File: config.mk
export PLATFORM = sky130hd
export DESIGN_NAME = feistel64_core
export DESIGN_NICKNAME = d
export VERILOG_FILES = /design/src/rtl/fc_pkg.sv /design/src/rtl/fc_keymux.sv /design/src/rtl/fc_halfround.sv /design/src/rtl/fc_ctrl.sv /design/src/rtl/feistel64_core.sv
export SDC_FILE = /design/constraint.sdc
export NUM_CORES = 1
export LEC_CHECK = 0
export BUFFER_PORTS_ARGS = -buffer_cell sky130_fd_sc_hd__buf_2
export CORE_UTILIZATION = 64
export DETAILED_ROUTE_END_ITERATION = 10
export GPL_TIMING_DRIVEN = 0
export PLACE_DENSITY = 0.84
export SETUP_SLACK_MARGIN = 0.2
export SLEW_MARGIN = 20
export SYNTH_ARGS = -nofsm -noshare
export SYNTH_HDL_FRONTEND = slang
export SYNTH_SLANG_ARGS = --single-unit
File: constraint.sdc
create_clock -name clk -period 16.95 [get_ports clk]
set_input_delay 0 -clock clk [delete_from_list [all_inputs] [get_ports clk]]
set_output_delay 0 -clock clk [all_outputs]
set_load 0.02 [all_outputs]
File: src/rtl/fc_pkg.sv
package fc_pkg;

  typedef enum logic {
    ST_IDLE = 1'b0,
    ST_RUN  = 1'b1
  } fc_state_e;

  // Shift-XOR mixer applied to the source half before keying.
  function automatic logic [31:0] fc_mix32(input logic [31:0] x,
                                           input int unsigned shl,
                                           input int unsigned shr);
    return ((x << shl) ^ (x >> shr)) + x;
  endfunction

endpackage

File: src/rtl/fc_keymux.sv
module fc_keymux #(
  parameter int WORD_W = 32,
  parameter int NWORDS = 4,
  localparam int IDX_W = $clog2(NWORDS)
) (
  input  logic [NWORDS*WORD_W-1:0] key_flat,
  input  logic [IDX_W-1:0]         idx,
  output logic [WORD_W-1:0]        word
);

  logic [WORD_W-1:0] words [NWORDS];

  // Word 0 occupies the most significant slice.
  for (genvar g = 0; g < NWORDS; g++) begin : g_split
    assign words[g] = key_flat[(NWORDS-g)*WORD_W-1 -: WORD_W];
  end

  assign word = words[idx];

endmodule

File: src/rtl/fc_halfround.sv
module fc_halfround #(
  parameter int WORD_W = 32,
  parameter int SHL    = 4,
  parameter int SHR    = 5,
  parameter int KSHIFT = 11,
  localparam int KEY_W = 4*WORD_W
) (
  input  logic [WORD_W-1:0] v0,
  input  logic [WORD_W-1:0] v1,
  input  logic [WORD_W-1:0] sum,
  input  logic [KEY_W-1:0]  key_q,
  input  logic              phase,
  input  logic              dec,
  output logic              dst_is_v1,
  output logic [WORD_W-1:0] new_word
);

  logic [WORD_W-1:0] src, dst, mixed, kword, keyed, f;
  logic [1:0]        idx;

  // Encrypt: phase0 writes v0 with low index, phase1 writes v1 with high index.
  // Decrypt mirrors both choices, so one XOR picks them.
  assign dst_is_v1 = phase ^ dec;
  assign src       = dst_is_v1 ? v0 : v1;
  assign dst       = dst_is_v1 ? v1 : v0;
  assign idx       = dst_is_v1 ? sum[KSHIFT+1:KSHIFT] : sum[1:0];

  fc_keymux #(.WORD_W(WORD_W), .NWORDS(4)) u_keymux (
    .key_flat (key_q),
    .idx      (idx),
    .word     (kword)
  );

  always_comb begin
    mixed    = ((src << SHL) ^ (src >> SHR)) + src;
    keyed    = sum + kword;
    f        = mixed ^ keyed;
    new_word = dec ? (dst - f) : (dst + f);
  end

endmodule

File: src/rtl/fc_ctrl.sv
module fc_ctrl #(
  parameter int ROUNDS = 32,
  localparam int HALF_STEPS = 2*ROUNDS,
  localparam int CNT_W = $clog2(HALF_STEPS+1)
) (
  input  logic clk,
  input  logic rst,
  input  logic start,
  input  logic sum_at_limit,
  output logic load,
  output logic step,
  output logic phase,
  output logic finish,
  output logic busy,
  output logic done
);
  import fc_pkg::*;

  fc_state_e state;
  logic      done_q;

  assign busy   = (state == ST_RUN);
  assign load   = (state == ST_IDLE) && start;
  assign step   = busy;
  assign finish = busy && phase && sum_at_limit;
  assign done   = done_q;

  always_ff @(posedge clk) begin
    if (rst) begin
      state  <= ST_IDLE;
      phase  <= 1'b0;
      done_q <= 1'b0;
    end else begin
      done_q <= finish;
      if (load) begin
        state <= ST_RUN;
        phase <= 1'b0;
      end else if (busy) begin
        phase <= ~phase;
        if (finish) state <= ST_IDLE;
      end
    end
  end

  // Checker state: run-length counter and an armed flag.
  logic [CNT_W-1:0] run_cnt;
  logic             armed;
  always_ff @(posedge clk) begin
    if (rst) begin
      run_cnt <= '0;
      armed   <= 1'b0;
    end else begin
      armed <= 1'b1;
      if (load)               run_cnt <= '0;
      else if (busy && run_cnt != CNT_W'(HALF_STEPS)) run_cnt <= run_cnt + 1'b1;
    end
  end

  AST_DONE_ONE_CYCLE: assert property (@(posedge clk) disable iff (rst)
    done |=> !done);
  AST_DONE_NOT_BUSY: assert property (@(posedge clk) disable iff (rst)
    (armed && done) |-> (!busy && $past(busy)));
  AST_RUN_LENGTH: assert property (@(posedge clk) disable iff (rst)
    done |-> (run_cnt == CNT_W'(HALF_STEPS)));
  AST_START_IGNORED: assert property (@(posedge clk) disable iff (rst)
    (armed && $past(busy) && $past(start) && busy) |-> (phase != $past(phase)));

endmodule

File: src/rtl/feistel64_core.sv
module feistel64_core #(
  parameter int          WORD_W = 32,
  parameter int          ROUNDS = 32,
  parameter logic [31:0] DELTA  = 32'h9E37_79B9,
  parameter int          SHL    = 4,
  parameter int          SHR    = 5,
  parameter int          KSHIFT = 11,
  localparam int BLK_W = 2*WORD_W,
  localparam int KEY_W = 4*WORD_W
) (
  input  logic             clk,
  input  logic             rst,
  input  logic             start,
  input  logic             decrypt,
  input  logic [KEY_W-1:0] key,
  input  logic [BLK_W-1:0] din,
  output logic [BLK_W-1:0] dout,
  output logic             busy,
  output logic             done
);

  localparam int                WIDE_W = 2*WORD_W;
  localparam logic [WIDE_W-1:0] TOTAL  = WIDE_W'(DELTA) * WIDE_W'(ROUNDS);
  localparam logic [WORD_W-1:0] LIMIT  = TOTAL[WORD_W-1:0];
  localparam logic [WORD_W-1:0] STEP   = DELTA[WORD_W-1:0];

  logic [WORD_W-1:0] v0, v1, sum, new_word;
  logic [KEY_W-1:0]  key_q;
  logic              dec_q, dst_is_v1;
  logic              load, step, phase, finish, sum_at_limit;

  assign sum_at_limit = (sum == (dec_q ? '0 : LIMIT));

  fc_ctrl #(.ROUNDS(ROUNDS)) u_ctrl (
    .clk          (clk),
    .rst          (rst),
    .start        (start),
    .sum_at_limit (sum_at_limit),
    .load         (load),
    .step         (step),
    .phase        (phase),
    .finish       (finish),
    .busy         (busy),
    .done         (done)
  );

  fc_halfround #(
    .WORD_W (WORD_W),
    .SHL    (SHL),
    .SHR    (SHR),
    .KSHIFT (KSHIFT)
  ) u_half (
    .v0        (v0),
    .v1        (v1),
    .sum       (sum),
    .key_q     (key_q),
    .phase     (phase),
    .dec       (dec_q),
    .dst_is_v1 (dst_is_v1),
    .new_word  (new_word)
  );

  always_ff @(posedge clk) begin
    if (rst) begin
      v0    <= '0;
      v1    <= '0;
      sum   <= '0;
      key_q <= '0;
      dec_q <= 1'b0;
      dout  <= '0;
    end else begin
      if (load) begin
        v0    <= din[BLK_W-1:WORD_W];
        v1    <= din[WORD_W-1:0];
        key_q <= key;
        dec_q <= decrypt;
        sum   <= decrypt ? LIMIT : '0;
      end else if (step) begin
        if (dst_is_v1) v1 <= new_word;
        else           v0 <= new_word;
        if (!phase) sum <= dec_q ? (sum - STEP) : (sum + STEP);
        if (finish) dout <= dst_is_v1 ? {v0, new_word} : {new_word, v1};
      end
    end
  end

  logic armed;
  always_ff @(posedge clk) begin
    if (rst) armed <= 1'b0;
    else     armed <= 1'b1;
  end

  AST_DOUT_HOLD: assert property (@(posedge clk) disable iff (rst)
    (armed && !done) |-> $stable(dout));
  AST_OPERANDS_FROZEN: assert property (@(posedge clk) disable iff (rst)
    (armed && $past(busy) && busy) |-> ($stable(key_q) && $stable(dec_q)));
  AST_SUM_START: assert property (@(posedge clk) disable iff (rst)
    (armed && $past(load)) |-> (sum == ($past(decrypt) ? LIMIT : '0)));

endmodule

==> results of run 1 <==
[routing by layer]
layer  overflow  track usage [%]
met5          1            45.35
met4         45            78.78
met3         13            64.58
met2         43            94.26
met1          3            81.04
[kinds of logic after synthesis]
| kind of cell | Yosys count | share of synthesized area, % |
|---|---|---|
| AO/OA/AOI/OAI | 711 | 22.87 |
| flip-flops | 292 | 29.40 |
| buffers and inverters | 197 | 3.795 |
| XOR/XNOR | 196 | 9.440 |
| adder cells (fa/ha/maj) | 134 | 8.585 |
| multiplexers | 40 | 4.041 |
| AND/OR/NAND/NOR | 1033 | 21.86 |
[stage by stage]
stage	utilization [%]	setup WS (ps)	cell area, um2
after detailed placement	70.89	6954	21680
after CTS	80.54	6805	24640
after floorplan	-	9476	19880
after global placement	70.86	7054	21680
[what timing repair did]
action | CTS
hold buffers | 193
setup buffers | 0
hold endpoints to repair | 194
resized for setup | 0
==> impl_metrics.json, run 1 <==
{
  "clock_sink_count": 292,
  "synth_area_leader_cell": "dfxtp_1",
  "synth_ff_type": "dfxtp_1",
  "numCtsBuffers": 31,
  "synthesis.nets": 2933,
  "clock_tree.buffer_depth": 3,
  "h-tree-depth": 1,
  "failing_step": "global routing (5_1_grt)",
  "die_h_um": 178.2,
  "grt_usage_pct": 79.92,
  "placed_cells_incl_taps": 3259,
  "synth_area_mm2": 0.01988,
  "synth.area.top_cells": "dfxtp_1, nand2_1, ha_1, a21oi_1, xnor2_1",
  "io_buffer_count": 260,
  "synth.top_cells.by_count": "nand2_1, a21oi_1, dfxtp_1, nor2_1, clkbuf_1",
  "synth_top_area_share_pct": 29.40,
  "postSynthCellCount": 2603,
  "dp.final_hpwl_um": 59550,
  "die_w_um": 178.2,
  "synthDistinctLibCells": 84,
  "synth.most_common_cell": "nand2_1",
  "status": "did not finish",
  "syn_avg_cell_area_um2": 7.637,
  "io_pins": 262,
  "grt_max_degree": 25,
  "root_buffer": "clkbuf_16",
  "gp_congestion": 1.044,
  "yosys_register_bits": 292,
  "yosysWarningCount": 0,
  "firstError": "[ERROR GRT-0232] Routing congestion too high. Check the congestion heatmap in the GUI.",
  "synth_edf_count": 0,
  "yosysSeqAreaShare_pct": 29.40,
  "initial_core_util_pct": 64.99,
  "async_reset_ff_share_pct": 0,
  "overflow": 105,
  "rows": 64
}
==> run 2: changes to the inputs <==
--- a/config.mk
+++ b/config.mk
@@ -6,11 +6,10 @@
 export NUM_CORES = 1
 export LEC_CHECK = 0
 export BUFFER_PORTS_ARGS = -buffer_cell sky130_fd_sc_hd__buf_2
-export CORE_UTILIZATION = 64
+export CORE_UTILIZATION = 40
 export DETAILED_ROUTE_END_ITERATION = 10
 export GPL_TIMING_DRIVEN = 0
-export PLACE_DENSITY = 0.84
-export SETUP_SLACK_MARGIN = 0.2
+export PLACE_DENSITY_LB_ADDON = 0.15
 export SLEW_MARGIN = 20
 export SYNTH_ARGS = -nofsm -noshare
 export SYNTH_HDL_FRONTEND = slang
==> impl_metrics.json, run 2 <==
{
  "status": "finished, final reports clean",
  "postSynthCellCount": 2603,
  "fin_crit_sh_pct": 60.18,
  "rsz0062_at_grt": "false",
  "r2r-end": "v0[30]$_SDFFE_PP0P_",
  "worstSetupStartpointType": "register",
  "num-fill-cells": 4737,
  "die_h_um": 224.9,
  "arrival_ps": 10630,
  "holdPathEnd": "v0[31]$_SDFFE_PP0P_",
  "numCtsBuffers": 35,
  "synth.most_common_cell": "nand2_1",
  "yosysWarningCount": 0,
  "vdd_drop_max_uv": 111.2,
  "pwr-share-seq_pct": 16.4,
  "synth_edf_count": 0,
  "gp_congestion": 0.9730,
  "grt_usage_pct": 32.15,
  "combPwrFrac_pct": 68.5,
  "synth_top_area_share_pct": 29.40,
  "io_pins": 262,
  "hold_class": "in -> reg",
  "fin_util_pct": 51.28,
  "cts_resized": 0,
  "synth.top_cells.by_count": "nand2_1, a21oi_1, dfxtp_1, nor2_1, clkbuf_1",
  "endpoint_kind": "register",
  "synth.area.top_cells": "dfxtp_1, nand2_1, ha_1, a21oi_1, xnor2_1",
  "hp-start": "rst",
  "hold_viol_final": 0,
  "setup_tns_ps": 0,
  "layout_commonest_cell": "nand2_1",
  "syn_avg_cell_area_um2": 7.637,
  "grt_pass1_vias": 21200,
  "die_area_mm2": 0.05060,
  "pre_cts_ws_ps": 6893,
  "die_w_um": 224.9,
  "post_cts_buffers": 0,
  "initial_core_util_pct": 40.61,
  "worstRegToRegCells": 26,
  "ant_nets": 0,
  "slew_viol_final": 0,
  "clk_latency_ps": 570,
  "powerDensity_mw_per_mm2": 205.2,
  "p_int_w": 0.002528,
  "grt_pass1_wl_um": 123200,
  "setup_viol": 0,
  "worst_pin_slew_ps": 1157,
  "overflow": 0,
  "yosys_register_bits": 292,
  "cp_max_fo": 17,
  "synth_area_leader_cell": "dfxtp_1",
  "h-tree-depth": 2,
  "async_reset_ff_share_pct": 0,
  "clkTransAtPathRegs_ps": 70,
  "antenna_found_initial": 3,
  "worst_slack_ps": 6749,
  "wl_um": 82580,
  "first_pass_iters": 5,
  "critPathSlowestCell": "dfxtp_1",
  "clock_sink_count": 292,
  "drc_errors": 0,
  "io_buffer_count": 260,
  "min_period_ps": 10200,
  "crit_required_ps": 17370,
  "final_cells": 3777,
  "rows": 81,
  "slew_headroom_pct": 22.79,
  "root_buffer": "clkbuf_16",
  "path_class": "reg -> reg",
  "largest_reg_flops": 128,
  "avgViaCountPerCell": 5.644,
  "r2r_slack_ps": 6750,
  "synth_area_mm2": 0.01988,
  "switching_power_w": 0.002624,
  "mostFrequentLayoutCells": "nand2_1, a21oi_1, dfxtp_1",
  "synth_ff_type": "dfxtp_1",
  "dp.final_hpwl_um": 63490,
  "drtIter0Drc": 1691,
  "synthDistinctLibCells": 84,
  "swShare_pct": 50.94,
  "fmax_mhz": 98.03,
  "num_antenna_cells": 0,
  "via_count": 21320,
  "wire_per_inst_um": 21.86,
  "power_frac_clock_pct": 15.1,
  "holdPathStages": 3,
  "grt_max_degree": 25,
  "core-area_mm2": 0.04895,
  "max_cap_viol_count": 0,
  "reg_top3": "key_q: 128 flops, dout: 64 flops",
  "p_leak_nw": 10.69,
  "cts_tree": "built",
  "cpPeakStageDelay_ps": 1090,
  "final_net_count": 3423,
  "clock_skew_ps": 29.63,
  "yosysSeqAreaShare_pct": 29.40,
  "placed_cells_incl_taps": 3527,
  "regMostFlops": "key_q",
  "hold_slack_ps": 167.2,
  "reg2reg_from": "dec_q$_SDFFE_PP0P_",
  "clock_tree.buffer_depth": 3,
  "drive_gt1_share_pct": 12.53,
  "synthesis.nets": 2933,
  "area_delta_synth_final_pct": 26.27
}
run 2: cell counts after synthesis:
No cell type changed its count.
run 2: cell families (layout without fill, tap and decap cells):
logic type                 Yosys count  count (layout)  synth area share [%]
xor gates and xnor gates           196             196                 9.440
DFF                                292             292                 29.40
buffers and inverters              197             707                 3.795
AOI/OAI and AO/OA                  711             711                 22.87
and+or+nand+nor                   1033            1033                 21.86
muxes                               40              40                 4.041
adders and majority gates          134             134                 8.585
run 2: power groups by stage:
stage / Clock, W / Sequential (W) / Combinational, W
after floorplan: 0 / 0.000833 / 0.00255
after global routing: 0.000809 / 0.000855 / 0.00386
after CTS: 0.000784 / 0.000842 / 0.00346
after global placement: 0 / 0.000854 / 0.00338
after detailed placement: 0 / 0.000857 / 0.00341
final: 0.000777 / 0.000845 / 0.00353
run 2: worst max-delay path by stage:
stage	depth (start not counted)	to	slack (ps)	start
after detailed placement	26	v0[30]$_SDFFE_PP0P_	6890	dec_q$_SDFFE_PP0P_
after floorplan	25	v1[31]$_SDFFE_PP0P_	9480	dec_q$_SDFFE_PP0P_
after global routing	27	v0[30]$_SDFFE_PP0P_	6020	dec_q$_SDFFE_PP0P_
final	26	v0[30]$_SDFFE_PP0P_	6750	dec_q$_SDFFE_PP0P_
after global placement	26	v0[30]$_SDFFE_PP0P_	6500	dec_q$_SDFFE_PP0P_
after CTS	26	v0[30]$_SDFFE_PP0P_	6810	dec_q$_SDFFE_PP0P_
run 2: what timing repair did:
item	CTS	global route
hold buffers	193	0
endpoints found under the setup margin	0	0
hold endpoints to repair	194	0
run 2: layer usage:
| layer | vias up | global-route usage (%) | share of wire [%] |
|---|---|---|---|
| met5 | - | 0 | 0.028 |
| met3 | 220 | 4.759 | 6.6 |
| met2 | 969 | 56.02 | 48 |
| met1 | 9957 | 39.10 | 41 |
| li1 | 10170 | - | - |
| met4 | 4 | 14.11 | 4.3 |
run 2: worst max-delay path, delay by kind of cell, from the launching register on:
kind,cells,cell delay [ps]
muxes,2,1480
buffers and inverters,1,720
adders and majority gates,2,710
and+or+nand+nor,7,1430
AOI/OAI and AO/OA,10,2740
DFF,1,1090
xor gates and xnor gates,4,1850
run 2: layout make-up:
class / count / area [um2] / share of cell area, %
buffer: 152 / 586.8 / 2.338
inverter: 45 / 168.9 / 0.6729
sequential: 292 / 5846 / 23.29
tap: 664 / 830.8 / 3.310
timing repair buffer: 453 / 3233 / 12.88
multi-input combinational: 2114 / 13300 / 52.99
clock buffer: 49 / 999.7 / 3.982
clock inverter: 8 / 136.4 / 0.5433
run 2: through the flow:
stage | total power (W) | instance area, um2
final | 0.005152 | 25100
after global routing | 0.005520 | 25100
after CTS | 0.005087 | 25100
after detailed placement | 0.004268 | 22030
after global placement | 0.004238 | 22010
after floorplan | 0.003380 | 19880
(Power assumes the default switching activity.)
==> run 3: changes to the inputs <==
--- a/config.mk
+++ b/config.mk
@@ -5,6 +5,7 @@
 export SDC_FILE = /design/constraint.sdc
 export NUM_CORES = 1
 export LEC_CHECK = 0
+export ABC_AREA = 1
 export BUFFER_PORTS_ARGS = -buffer_cell sky130_fd_sc_hd__buf_2
 export CORE_UTILIZATION = 40
 export DETAILED_ROUTE_END_ITERATION = 10
==> constraint.sdc (replaced) <==
create_clock -name clk -period 8.85 [get_ports clk]
set_input_delay 0 -clock clk [delete_from_list [all_inputs] [get_ports clk]]
set_output_delay 0 -clock clk [all_outputs]
set_load 0.02 [all_outputs]
==> impl_metrics.json, run 3 <==
{
  "status": "finished, final reports clean",
  "postSynthCellCount": 3584,
  "reg_top3": "key_q: 128 flops, dout: 64 flops",
  "setup_viol": 0,
  "post_cts_buffers": 0,
  "slew_headroom_pct": 18.46,
  "num_antenna_cells": 0,
  "gp_congestion": 1.023,
  "avgViaCountPerCell": 5.450,
  "cp_max_fo": 14,
  "vdd_drop_max_uv": 180.4,
  "synth_top_family_by_area": "simple AND/OR/NAND/NOR gates",
  "setup_tns_ps": 0,
  "die_w_um": 236.1,
  "fmax_mhz": 118.9,
  "synth_area_mm2": 0.02192,
  "fin_crit_sh_pct": 95.04,
  "ff_latch_area_mm2": 0.005846,
  "die_h_um": 236.1,
  "fin_util_pct": 50.43,
  "num-fill-cells": 5608,
  "min_period_ps": 8411,
  "antenna_found_initial": 0,
  "synth.most_common_cell": "nand2_1",
  "h-tree-depth": 2,
  "synthXorXnorAreaFrac_pct": 4.428,
  "synthesis.nets": 3914,
  "io_pins": 262,
  "die_area_mm2": 0.05575,
  "clkTransAtPathRegs_ps": 60,
  "stdcell_area_mm2": 0.02725,
  "worst_pin_slew_ps": 1210,
  "area_delta_synth_final_pct": 24.28,
  "hold_slack_ps": 143.8,
  "clock_tree.buffer_depth": 3,
  "drtIter0Drc": 2741,
  "synth_edf_count": 0,
  "rows": 85,
  "worstSetupStartpointType": "register",
  "yosysWarningCount": 0,
  "powerDensity_mw_per_mm2": 365.4,
  "wire_per_inst_um": 20.44,
  "clock_skew_ps": 26.50,
  "synth_top_area_share_pct": 26.66,
  "final_cells": 4795,
  "placed_cells_incl_taps": 4541,
  "synth_ff_type": "dfxtp_1",
  "hold_viol_final": 0,
  "synth_compound_area_share_pct": 20.22,
  "initial_core_util_pct": 40.58,
  "core-area_mm2": 0.05403,
  "place_area_mm2": 0.02411,
  "cts_tree": "built",
  "ant_nets": 0,
  "root_buffer": "clkbuf_16",
  "synth.top_cells.by_count": "nand2_1, nor2_1, o21ai_0, inv_1, dfxtp_1",
  "yosysSeqAreaShare_pct": 26.66,
  "crit_required_ps": 9360,
  "grt_max_degree": 28,
  "endpoint_kind": "register",
  "syn_avg_cell_area_um2": 6.117,
  "synth_area_leader_cell": "dfxtp_1",
  "mostFrequentLayoutCells": "nand2_1, nor2_1, o21ai_0",
  "final_net_count": 4407,
  "grt_pass1_wl_um": 146000,
  "p_leak_nw": 13.35,
  "io_buffer_count": 260,
  "synth-simple-area-share_pct": 32.04,
  "grt_usage_pct": 34.31,
  "hold_class": "in -> reg",
  "multi_input_area_mm2": 0.01415,
  "yosys_register_bits": 292,
  "async_reset_ff_share_pct": 0,
  "slew_viol_final": 0,
  "clk_latency_ps": 590,
  "synth.mux.area_fraction_pct": 0.04565,
  "wl_um": 98030,
  "grt_pass1_vias": 24180,
  "overflow": 0,
  "dp.final_hpwl_um": 77550,
  "synthDistinctLibCells": 56,
  "synth.area.top_cells": "dfxtp_1, nand2_1, nor2_1, o21ai_0, ha_1",
  "clock_sink_count": 292,
  "first_pass_iters": 8,
  "arrival_ps": 8920,
  "drive_gt1_share_pct": 9.222,
  "drc_errors": 0,
  "path_class": "reg -> reg",
  "layout_commonest_cell": "nand2_1",
  "largest_reg_flops": 128,
  "numCtsBuffers": 36,
  "via_count": 26130,
  "rsz0062_at_grt": "false",
  "synth_adder_area_share_pct": 7.784,
  "regMostFlops": "key_q",
  "max_cap_viol_count": 0
}
run 3: changes by cell type after synthesis, sizes merged, moves of 41 or more:
| cell | previous run | this run |
|---|---|---|
| nand2 | 657 | 942 |
| nor2 | 187 | 502 |
| a311oi | 56 | 0 |
| inv | 45 | 353 |
| a31oi | 12 | 91 |
| a21oi | 308 | 267 |
| nand3 | 28 | 169 |
| xnor2 | 131 | 39 |
| o21ai | 93 | 382 |
run 3: critical path, cell delays in order, from the launching register on:
cell	delay, ps
dfxtp_1	790
buf_4	340
nand2_2	90
nand2_4	110
buf_6	170
clkbuf_1	800
nand2_1	300
nand2_1	270
ha_1	270
inv_1	90
fa_1	770
xor2_1	260
ha_1	270
nand2_1	60
o21ai_0	170
fa_1	490
o21ai_0	810
a21oi_1	150
o21bai_1	440
a21oi_1	150
inv_1	210
a21oi_1	110
xor2_1	630
nand2_1	180
a21oi_1	200
a21oi_1	60
nor2_1	100
run 3: layout make-up:
class,count,area share [%]
Multi-Input combinational cell,2784,51.94
Sequential cell,292,21.45
Timing Repair Buffer,455,11.93
Inverter,358,4.941
Clock buffer,51,3.733
Tap cell,696,3.196
Buffer,150,2.158
Clock inverter,9,0.6475
run 3: timing repair:
item | CTS | global route
gates resized for setup | 0 | 0
setup endpoints to repair | 0 | 0
hold buffers | 194 | 0
endpoints found under the hold margin | 194 | 0
run 3: cells by family after synthesis:
family          count (synthesis)
mux                             1
xor+xnor                      110
buf+inv                       508
flops                         292
compound gates                821
fa+ha+maj                     134
simple gates                 1718
run 3: final timing paths:
| check | slack, ps | depth (start not counted) | endpoint | from |
|---|---|---|---|---|
| worst max-delay path | 440 | 26 | v0[18]$_SDFFE_PP0P_ | dec_q$_SDFFE_PP0P_ |
| worst min register to register | 480 | 2 | key_q[58]$_SDFFE_PP0P_ | key_q[58]$_SDFFE_PP0P_ |
| worst max register to register | 440 | 26 | v0[18]$_SDFFE_PP0P_ | dec_q$_SDFFE_PP0P_ |
| worst min-delay path | 140 | 3 | v0[6]$_SDFFE_PP0P_ | rst |
run 3: metal layers:
layer | part of all wire (%) | up-vias | routed length [um] | global-route usage [%]
met5 | 0 | - | 0 | 0
met4 | 3.4 | 0 | 3350 | 12.04
met2 | 43 | 1235 | 41920 | 53.01
met3 | 9.5 | 175 | 9270 | 5.980
met1 | 44 | 11970 | 43490 | 47.73
li1 | - | 12750 | - | -
run 3: power breakdown:
part / switching, W / internal [W]
Combinational: 0.00472 / 0.00209
Clock: 0.000644 / 0.000870
Sequential: 0.000142 / 0.00148
run 3: stage by stage:
step           total power [W]  setup WS, ps
6_report              0.009956         438.9
5_1_grt                0.01068         49.74
4_1_cts               0.009722         819.5
3_5_place_dp          0.008131         874.4
3_3_place_gp          0.008128         906.8
2_1_floorplan         0.006159          3379
